File: src/rtl/pswallow_pkg.sv
package pswallow_pkg;

  // Field widths of the programmed setting
  localparam int unsigned A_W = 5;
  localparam int unsigned B_W = 13;

  typedef struct packed {
    logic           sel32;
    logic [A_W-1:0] a;
    logic [B_W-1:0] b;
  } div_cfg_t;

  // A setting is legal when B reaches the floor and B is not below A
  function automatic logic cfg_ok(input logic [A_W-1:0] a,
                                  input logic [B_W-1:0] b,
                                  input int unsigned    min_b);
    logic [B_W-1:0] a_ext;
    a_ext  = B_W'(a);
    cfg_ok = (32'(b) >= min_b) && (b >= a_ext);
  endfunction

endpackage

File: src/rtl/ps_prescaler.sv
// Dual-modulus prescaler: a 4/5 core repeated over a number of stages.
// One stage per period uses the long core count when mod_hi is set.
module ps_prescaler #(
  parameter int unsigned CORE      = 4,
  parameter int unsigned LO_STAGES = 2,
  parameter int unsigned HI_STAGES = 8
) (
  input  logic clk,
  input  logic rst,
  input  logic sel_hi,
  input  logic mod_hi,
  output logic tick
);

  localparam int unsigned CW    = $clog2(CORE + 1);
  localparam int unsigned EXT_W = (HI_STAGES > 1) ? $clog2(HI_STAGES) : 1;
  localparam int unsigned GAP_W = $clog2(HI_STAGES * CORE + 2) + 1;

  logic [CW-1:0]    core_q;
  logic [EXT_W-1:0] stage_q;
  logic [EXT_W-1:0] stage_last;
  logic [CW-1:0]    core_top;
  logic             last_stage;
  logic             core_end;

  assign stage_last = sel_hi ? EXT_W'(HI_STAGES - 1) : EXT_W'(LO_STAGES - 1);
  assign last_stage = (stage_q == stage_last);
  // the extra input cycle is spent in the final stage of the period
  assign core_top   = (last_stage && mod_hi) ? CW'(CORE) : CW'(CORE - 1);
  assign core_end   = (core_q == core_top);
  assign tick       = core_end && last_stage;

  always_ff @(posedge clk) begin
    if (rst) begin
      core_q  <= '0;
      stage_q <= '0;
    end else if (core_end) begin
      core_q  <= '0;
      stage_q <= last_stage ? '0 : stage_q + 1'b1;
    end else begin
      core_q  <= core_q + 1'b1;
    end
  end

  // Checker: cycles between ticks must equal the selected modulus
  logic [GAP_W-1:0] gap_q;
  logic [GAP_W-1:0] gap_want;

  always_ff @(posedge clk) begin
    if (rst)       gap_q <= '0;
    else if (tick) gap_q <= '0;
    else           gap_q <= gap_q + 1'b1;
  end

  assign gap_want = GAP_W'((sel_hi ? HI_STAGES : LO_STAGES) * CORE - 1) + GAP_W'(mod_hi);

  // each prescaler period is P or P+1 input cycles
  p_modulus_r1: assert property (@(posedge clk) disable iff (rst)
    tick |-> (gap_q == gap_want));

  p_core_range_r2: assert property (@(posedge clk) disable iff (rst)
    32'(core_q) <= CORE);

endmodule

File: src/rtl/ps_swallow.sv
// Swallow (A) and main (B) counters, advanced once per prescaler period.
module ps_swallow #(
  parameter int unsigned A_W   = 5,
  parameter int unsigned B_W   = 13,
  parameter int unsigned RST_A = 0,
  parameter int unsigned RST_B = 3
) (
  input  logic           clk,
  input  logic           rst,
  input  logic           tick,
  input  logic [A_W-1:0] ld_a,
  input  logic [B_W-1:0] ld_b,
  output logic           mod_hi,
  output logic           boundary
);

  logic [A_W-1:0] a_q;
  logic [B_W-1:0] b_q;
  logic           last_period;

  assign last_period = (b_q == B_W'(1));
  assign boundary    = tick && last_period;
  assign mod_hi      = (a_q != '0);

  always_ff @(posedge clk) begin
    if (rst) begin
      a_q <= A_W'(RST_A);
      b_q <= B_W'(RST_B);
    end else if (boundary) begin
      a_q <= ld_a;
      b_q <= ld_b;
    end else if (tick) begin
      b_q <= b_q - 1'b1;
      if (a_q != '0) a_q <= a_q - 1'b1;
    end
  end

  // a legal setting keeps the swallow count at or below the main count
  p_a_within_b_r4: assert property (@(posedge clk) disable iff (rst)
    B_W'(a_q) <= b_q);

  // the main count never runs dry inside a cycle
  p_b_live_r4: assert property (@(posedge clk) disable iff (rst)
    b_q != '0);

endmodule

File: src/rtl/ps_cfg_shadow.sv
// Validates loaded settings, holds the pending one and swaps it in at
// the output-cycle boundary.
module ps_cfg_shadow
  import pswallow_pkg::*;
#(
  parameter int unsigned MIN_B   = 3,
  parameter int unsigned RST_A   = 0,
  parameter int unsigned RST_B   = 3,
  parameter bit          RST_SEL = 1'b0
) (
  input  logic     clk,
  input  logic     rst,
  input  logic     load,
  input  div_cfg_t wr_cfg,
  input  logic     boundary,
  output div_cfg_t act_cfg,
  output div_cfg_t nxt_cfg,
  output logic     err
);

  localparam div_cfg_t RST_CFG = '{sel32: RST_SEL, a: A_W'(RST_A), b: B_W'(RST_B)};

  div_cfg_t pend_q;
  logic     pend_v;
  logic     wr_ok;

  assign wr_ok   = cfg_ok(wr_cfg.a, wr_cfg.b, MIN_B);
  assign nxt_cfg = pend_v ? pend_q : act_cfg;

  always_ff @(posedge clk) begin
    if (rst) begin
      act_cfg <= RST_CFG;
      pend_q  <= RST_CFG;
      pend_v  <= 1'b0;
      err     <= 1'b0;
    end else begin
      if (boundary) begin
        act_cfg <= nxt_cfg;
        pend_v  <= 1'b0;
      end
      if (load) begin
        if (wr_ok) begin
          pend_q <= wr_cfg;
          pend_v <= 1'b1;
          err    <= 1'b0;
        end else begin
          err    <= 1'b1;
        end
      end
    end
  end

  // a rejected load raises the flag
  p_bad_flag_r5: assert property (@(posedge clk) disable iff (rst)
    (load && !wr_ok) |=> err);

  // an accepted load clears the flag
  p_good_clear_r8: assert property (@(posedge clk) disable iff (rst)
    (load && wr_ok) |=> !err);

  // the active setting only moves at a boundary
  p_hold_active_r6: assert property (@(posedge clk) disable iff (rst)
    !boundary |=> $stable(act_cfg));

  // the active setting is always legal
  p_active_legal_r5: assert property (@(posedge clk) disable iff (rst)
    cfg_ok(act_cfg.a, act_cfg.b, MIN_B));

endmodule

File: src/rtl/pswallow_div.sv
module pswallow_div
  import pswallow_pkg::*;
#(
  parameter int unsigned CORE      = 4,
  parameter int unsigned LO_STAGES = 2,
  parameter int unsigned HI_STAGES = 8,
  parameter int unsigned MIN_B     = 3,
  parameter int unsigned RST_A     = 0,
  parameter int unsigned RST_B     = 3,
  parameter bit          RST_SEL   = 1'b0
) (
  input  logic           clk,
  input  logic           rst,
  input  logic           cfg_load,
  input  logic           cfg_sel32,
  input  logic [A_W-1:0] cfg_a,
  input  logic [B_W-1:0] cfg_b,
  output logic           div_out,
  output logic           cfg_err
);

  div_cfg_t wr_cfg;
  div_cfg_t act_cfg;
  div_cfg_t nxt_cfg;
  logic     tick;
  logic     mod_hi;
  logic     boundary;

  assign wr_cfg = '{sel32: cfg_sel32, a: cfg_a, b: cfg_b};

  ps_cfg_shadow #(
    .MIN_B   (MIN_B),
    .RST_A   (RST_A),
    .RST_B   (RST_B),
    .RST_SEL (RST_SEL)
  ) u_shadow (
    .clk      (clk),
    .rst      (rst),
    .load     (cfg_load),
    .wr_cfg   (wr_cfg),
    .boundary (boundary),
    .act_cfg  (act_cfg),
    .nxt_cfg  (nxt_cfg),
    .err      (cfg_err)
  );

  ps_prescaler #(
    .CORE      (CORE),
    .LO_STAGES (LO_STAGES),
    .HI_STAGES (HI_STAGES)
  ) u_pre (
    .clk    (clk),
    .rst    (rst),
    .sel_hi (act_cfg.sel32),
    .mod_hi (mod_hi),
    .tick   (tick)
  );

  ps_swallow #(
    .A_W   (A_W),
    .B_W   (B_W),
    .RST_A (RST_A),
    .RST_B (RST_B)
  ) u_cnt (
    .clk      (clk),
    .rst      (rst),
    .tick     (tick),
    .ld_a     (nxt_cfg.a),
    .ld_b     (nxt_cfg.b),
    .mod_hi   (mod_hi),
    .boundary (boundary)
  );

  // Output is high for the first prescaler period of each output cycle
  always_ff @(posedge clk) begin
    if (rst)           div_out <= 1'b0;
    else if (boundary) div_out <= 1'b1;
    else if (tick)     div_out <= 1'b0;
  end

  // a new output cycle starts with the setting that was next in line
  p_swap_on_pulse_r6: assert property (@(posedge clk) disable iff (rst)
    $rose(div_out) |-> (act_cfg == $past(nxt_cfg)));

  // a pulse lasts longer than one input cycle
  p_pulse_width_r3: assert property (@(posedge clk) disable iff (rst)
    $rose(div_out) |=> div_out);

endmodule

File: config.mk
export PLATFORM = sky130hd
export DESIGN_NAME = pswallow_div
export DESIGN_NICKNAME = d
export VERILOG_FILES = /design/src/rtl/pswallow_pkg.sv /design/src/rtl/ps_prescaler.sv /design/src/rtl/ps_swallow.sv /design/src/rtl/ps_cfg_shadow.sv /design/src/rtl/pswallow_div.sv
export SDC_FILE = /design/constraint.sdc
export NUM_CORES = 1
export LEC_CHECK = 0
export ABC_AREA = 1
export BUFFER_PORTS_ARGS = -buffer_cell sky130_fd_sc_hd__buf_4
export CORE_MARGIN = 4
export CORE_UTILIZATION = 57
export CTS_BUF_LIST = sky130_fd_sc_hd__clkbuf_8
export DETAILED_ROUTE_END_ITERATION = 8
export PLACE_DENSITY = 0.76
export SLEW_MARGIN = 25
export SYNTH_ARGS = -nofsm -noshare
export SYNTH_HDL_FRONTEND = slang
export SYNTH_HIERARCHICAL = 1
export SYNTH_SLANG_ARGS = --single-unit
File: constraint.sdc
create_clock -name clk -period 2.4 [get_ports clk]
set_input_delay 0.12 -clock clk [delete_from_list [all_inputs] [get_ports clk]]
set_output_delay 0.12 -clock clk [all_outputs]
set_load 0.02 [all_outputs]
==> run summary <==
The overall fraction of global-route tracks in use came out at between 20 and 25%. The remaining antenna violation count after routing is 0. After floorplanning, the core was divided into 29 placement rows.

Routability-driven placement finished with a final weighted congestion of 0.8797. The timing-limited maximum frequency is about 440 MHz. The most numerous cell type found on the critical path is sky130_fd_sc_hd__inv_2. The worst register-to-register path has a depth of 17. The number of maximum-capacitance violations came out at 0. The maximum buffer depth of the clock tree came out at 2.

The mapped netlist covers between 3000 and 4000 um2. In the global route stage, met3 resource usage came out at about 3.0%. The number of clock sinks is between 60 and 70.

Headroom to the max-slew limit came out at a little under two thirds. The number of DRC violations after detailed-routing iteration 0 is between 300 and 400. STA classifies the critical path startpoint as a flop. The residual overflow from global routing came out at 0. The finished layout holds approximately 700 standard cells, fillers aside. Summing all multi-input logic gate instances after layout gives 2095 um2. Setup violations remaining at the end of the flow were counted as 0. The most common library cell in the layout ignoring fill and taps is sky130_fd_sc_hd__nand2_1. The number of buffers inserted by port buffering came out at 23.

The clock-pin slew of the registers on the worst-case setup and hold paths is around 0.07 ns. In the layout the commonest cells are 131 x sky130_fd_sc_hd__nand2_1, 97 x sky130_fd_sc_hd__inv_1, 64 x sky130_fd_sc_hd__dfxtp_1. For this design, the slowest cell found on the critical path is sky130_fd_sc_hd__dfxtp_2. The synthesized flop and latch total is 65. The ratio of cells with drive above 1 in the final layout is between 20% and 30%. Entering global routing, the biggest net connects 40 pins. The sum of routed wire length over all layers is 8.656 mm.

The per-instance average area after synthesis came out at 6.575 um2. The number of search-and-repair iterations in the first detailed-routing pass came out at 4. The number of max-slew violations in the final report is 0.

The total half-perimeter wirelength after legalization and detailed placement came out at 5.994 mm. The number of hold-repair buffers added at the cts stage came out at 0. The post-synth net total is between 600 and 700. Across the routed clock network, the largest skew measured is approximately 0.0067 ns. In this run the worst hold path is classified as input port to flop. The met1 capacity usage during global routing is ~29%. Of all flip-flops after synthesis, the portion carrying an async set or reset was 0%. The leakage power of the design is around 2.1 nW. The kind of cell with the highest combined delay along the critical path is simple AND/OR/NAND/NOR gates. The flow ran to the end, and the final reports show no timing, DRC or antenna violations. In this design, the stage delay of the slowest critical-path cell is 0.34 ns. Yosys mapped a number of flops with a built-in enable equal to 0. The start point of the critical path is u_cnt/a_q[0]. In this run the critical register-to-register path is captured at u_shadow/act_cfg[3]. The number of stages on the worst setup path came out at 17. The number of antenna repair diodes came out at 0.

The detailed-route DRC error count came out at 0. Registers take around 1300 um2. After detailed routing, the average wire length per cell comes to ~12 um. The total count of hold-check failures in the final report came to 0.

For this run, the number of Yosys warnings is 6. In this run the worst setup path terminates at u_shadow/act_cfg[3]. The number of antenna violations at the first check in global routing was 0. The critical path goes through inv_2 > ha_4 > nand3_4 > nor2_4 > inv_2 > nand4_1 > nand2_2 > nand2_4 > nor3_4 > nand3_1 > nor2_1 > nand3_1 > inv_2 > inv_4 > clkbuf_16 > o21ai_0 > inv_1. The number of different library cells in the post-synthesis netlist is 33.

The fraction of the cycle the final worst path needs came out at a little over nine tenths. From left edge to right edge, the die measures about 90 um. The required time of the worst setup path is 2.62 ns. The slew at the pin closest to its max-slew limit is roughly 0.54 ns. The post-route minimum period came out at about 2.3 ns. The number of vias in the routed layout came out at between 3000 and 4000. The clock tree from TritonCTS is done. The via count of the first global-routing pass is roughly 3300. The worst hold path begins at cfg_b[0]. The power density relative to cell area came out at approximately 500 nW/um2. The end-of-flow core utilization came out at between 60 and 70%. For this run, global-route usage on met2 was measured as between 30% and 40%. In this run the worst path has a maximum fanout of 9.

The count of boundary I/O pins came out at 24. The buffer type at the clock tree root is sky130_fd_sc_hd__clkbuf_8. By startpoint and endpoint, the worst setup path is classified as flop to flop.

The buffering stage count on the worst path with inverters included is 6. The gate count of the mapped netlist came out at approximately 580. The number of fillers in the final layout came out at 522.

CTS built an H-tree with a depth of 3. The placed instance count is 671. The vertical die dimension is between 80 and 90 um.

The number of buffers added by the clock tree synthesis step is 9. The critical path arrival is 2.51 ns. Setup slack on the worst reg-to-reg path comes out at roughly 0.11 ns. The launch instance of the worst register-to-register path is u_cnt/a_q[0].

The most frequently used flop master after synthesis is sky130_fd_sc_hd__dfxtp_1. STA classifies the critical path endpoint as a flop. The wire length of the first global-routing pass is roughly 15 mm.

The sequential fraction of the synthesis area came out at roughly 34%. The placeable core area is between 6000 and 7000 um2. The starting density of the core came out at between 50% and 60%. The area growth from synthesis to final layout came out at 17.20%. The floorplan die area is 8076 um2.

The layer flagged by global routing as most heavily used is met2. In the final design database the tool counted 647 nets. The clock latency on the worst-skew pair came out at roughly 0.33 ns. The worst-case vdd ir drop came out at 337.3 uV. The via-per-instance ratio is between 5 and 6.
[repair_timing]
action | CTS | global route
resized for setup | 2 | 44
buffers inserted | 0 | 8
endpoints found under the setup margin | 17 | 38
gates cloned | 0 | 3
pin swaps | 0 | 10
[cell type report]
| cell class | instances | share of cell area, % |
|---|---|---|
| flip-flops and latches | 65 | 29.09 |
| multi-input cells | 389 | 46.79 |
| clock inverters | 6 | 1.174 |
| well taps | 77 | 2.152 |
| inverters | 103 | 8.944 |
| clock buffers | 9 | 2.767 |
| repair buffers | 47 | 9.083 |
[cells in the mapped netlist (3+ instances only)]
cell type / number / area share [%]
sky130_fd_sc_hd__nand3_1: 57 / 7.5
sky130_fd_sc_hd__a21oi_2: 19 / 4.4
sky130_fd_sc_hd__inv_1: 100 / 9.8
sky130_fd_sc_hd__nand2_2: 4 / 0.65
sky130_fd_sc_hd__ha_1: 10 / 3.3
sky130_fd_sc_hd__dfxtp_1: 65 / 34
sky130_fd_sc_hd__a21oi_1: 39 / 5.1
sky130_fd_sc_hd__xnor2_1: 3 / 0.69
sky130_fd_sc_hd__nand2_4: 3 / 0.88
sky130_fd_sc_hd__nand2_1: 134 / 13
sky130_fd_sc_hd__o21ai_1: 7 / 0.92
sky130_fd_sc_hd__buf_2: 5 / 0.65
sky130_fd_sc_hd__clkbuf_1: 11 / 1.1
sky130_fd_sc_hd__nor2_1: 55 / 5.4
sky130_fd_sc_hd__nor2_2: 4 / 0.65
sky130_fd_sc_hd__nand4_1: 3 / 0.49
sky130_fd_sc_hd__buf_6: 7 / 2.1
sky130_fd_sc_hd__o21ai_0: 36 / 4.7
[power by group]
part	total (mW)	switching [mW]	internal [mW]
registers	1.14	0.0277	1.11
clock network	0.858	0.397	0.461
logic	0.209	0.122	0.0874
[flip-flops by register name, indices dropped and copies added (netlist names)]
signal            count
u_pre/core_q          3
u_shadow/act_cfg     19
u_cnt/b_q            13
u_shadow/pend_q      19
div_out               1
u_shadow/pend_v       1
u_shadow/err          1
u_cnt/a_q             5
u_pre/stage_q         3
[cell families (layout without fill, tap and decap cells)]
logic type,Yosys count,count (layout),share of synthesized area [%]
compound gates,103,103,15.69
xor+xnor,4,4,0.9173
fa+ha+maj,10,10,3.275
flops,65,65,34.06
mux,2,2,0.5895
simple gates,269,270,31.08
buf+inv,128,165,14.38
[worst register-to-register path, stage by stage (launching register included)]
cell,delay [ns]
sky130_fd_sc_hd__dfxtp_2,0.34
sky130_fd_sc_hd__inv_2,0.05
sky130_fd_sc_hd__ha_4,0.16
sky130_fd_sc_hd__nand3_4,0.10
sky130_fd_sc_hd__nor2_4,0.05
sky130_fd_sc_hd__inv_2,0.06
sky130_fd_sc_hd__nand4_1,0.10
sky130_fd_sc_hd__nand2_2,0.13
sky130_fd_sc_hd__nand2_4,0.06
sky130_fd_sc_hd__nor3_4,0.21
sky130_fd_sc_hd__nand3_1,0.11
sky130_fd_sc_hd__nor2_1,0.15
sky130_fd_sc_hd__nand3_1,0.12
sky130_fd_sc_hd__inv_2,0.10
sky130_fd_sc_hd__inv_4,0.06
sky130_fd_sc_hd__clkbuf_16,0.16
sky130_fd_sc_hd__o21ai_0,0.17
sky130_fd_sc_hd__inv_1,0.05
[per-stage QoR]
stage | worst slack [ns] | setup TNS (ns) | hold WS, ns | power, mW | instance area (um2)
floorplan | 0.03516 | 0 | 0.1824 | 1.299 | 3830
global placement | 0.1137 | 0 | 0.3927 | 1.360 | 4080
detailed placement | -0.01431 | -0.06582 | 0.3912 | 1.368 | 4080
CTS | 0.02222 | 0 | 0.04258 | 2.222 | 4265
global route | -0.07152 | -0.8020 | 0.07079 | 2.317 | 4477
finish | 0.1137 | 0 | 0.05243 | 2.206 | 4477
[per-layer routing]
| metal | part of all wire [%] | vias up |
|---|---|---|
| li1 | - | 1892 |
| met1 | 47 | 1649 |
| met2 | 47 | 79 |
| met3 | 4.5 | 18 |
| met4 | 2.0 | 0 |
| met5 | 0 | - |
[how the worst min path moves through the flow]
stage / cells past startpoint / endpoint
floorplan: 1 / div_out
global placement: 3 / u_shadow/pend_q[0]
detailed placement: 3 / u_shadow/pend_q[0]
CTS: 3 / u_shadow/pend_q[0]
global route: 3 / u_shadow/pend_q[1]
finish: 3 / u_shadow/pend_q[0]
No activity file was read; power rests on OpenSTA's default activity.
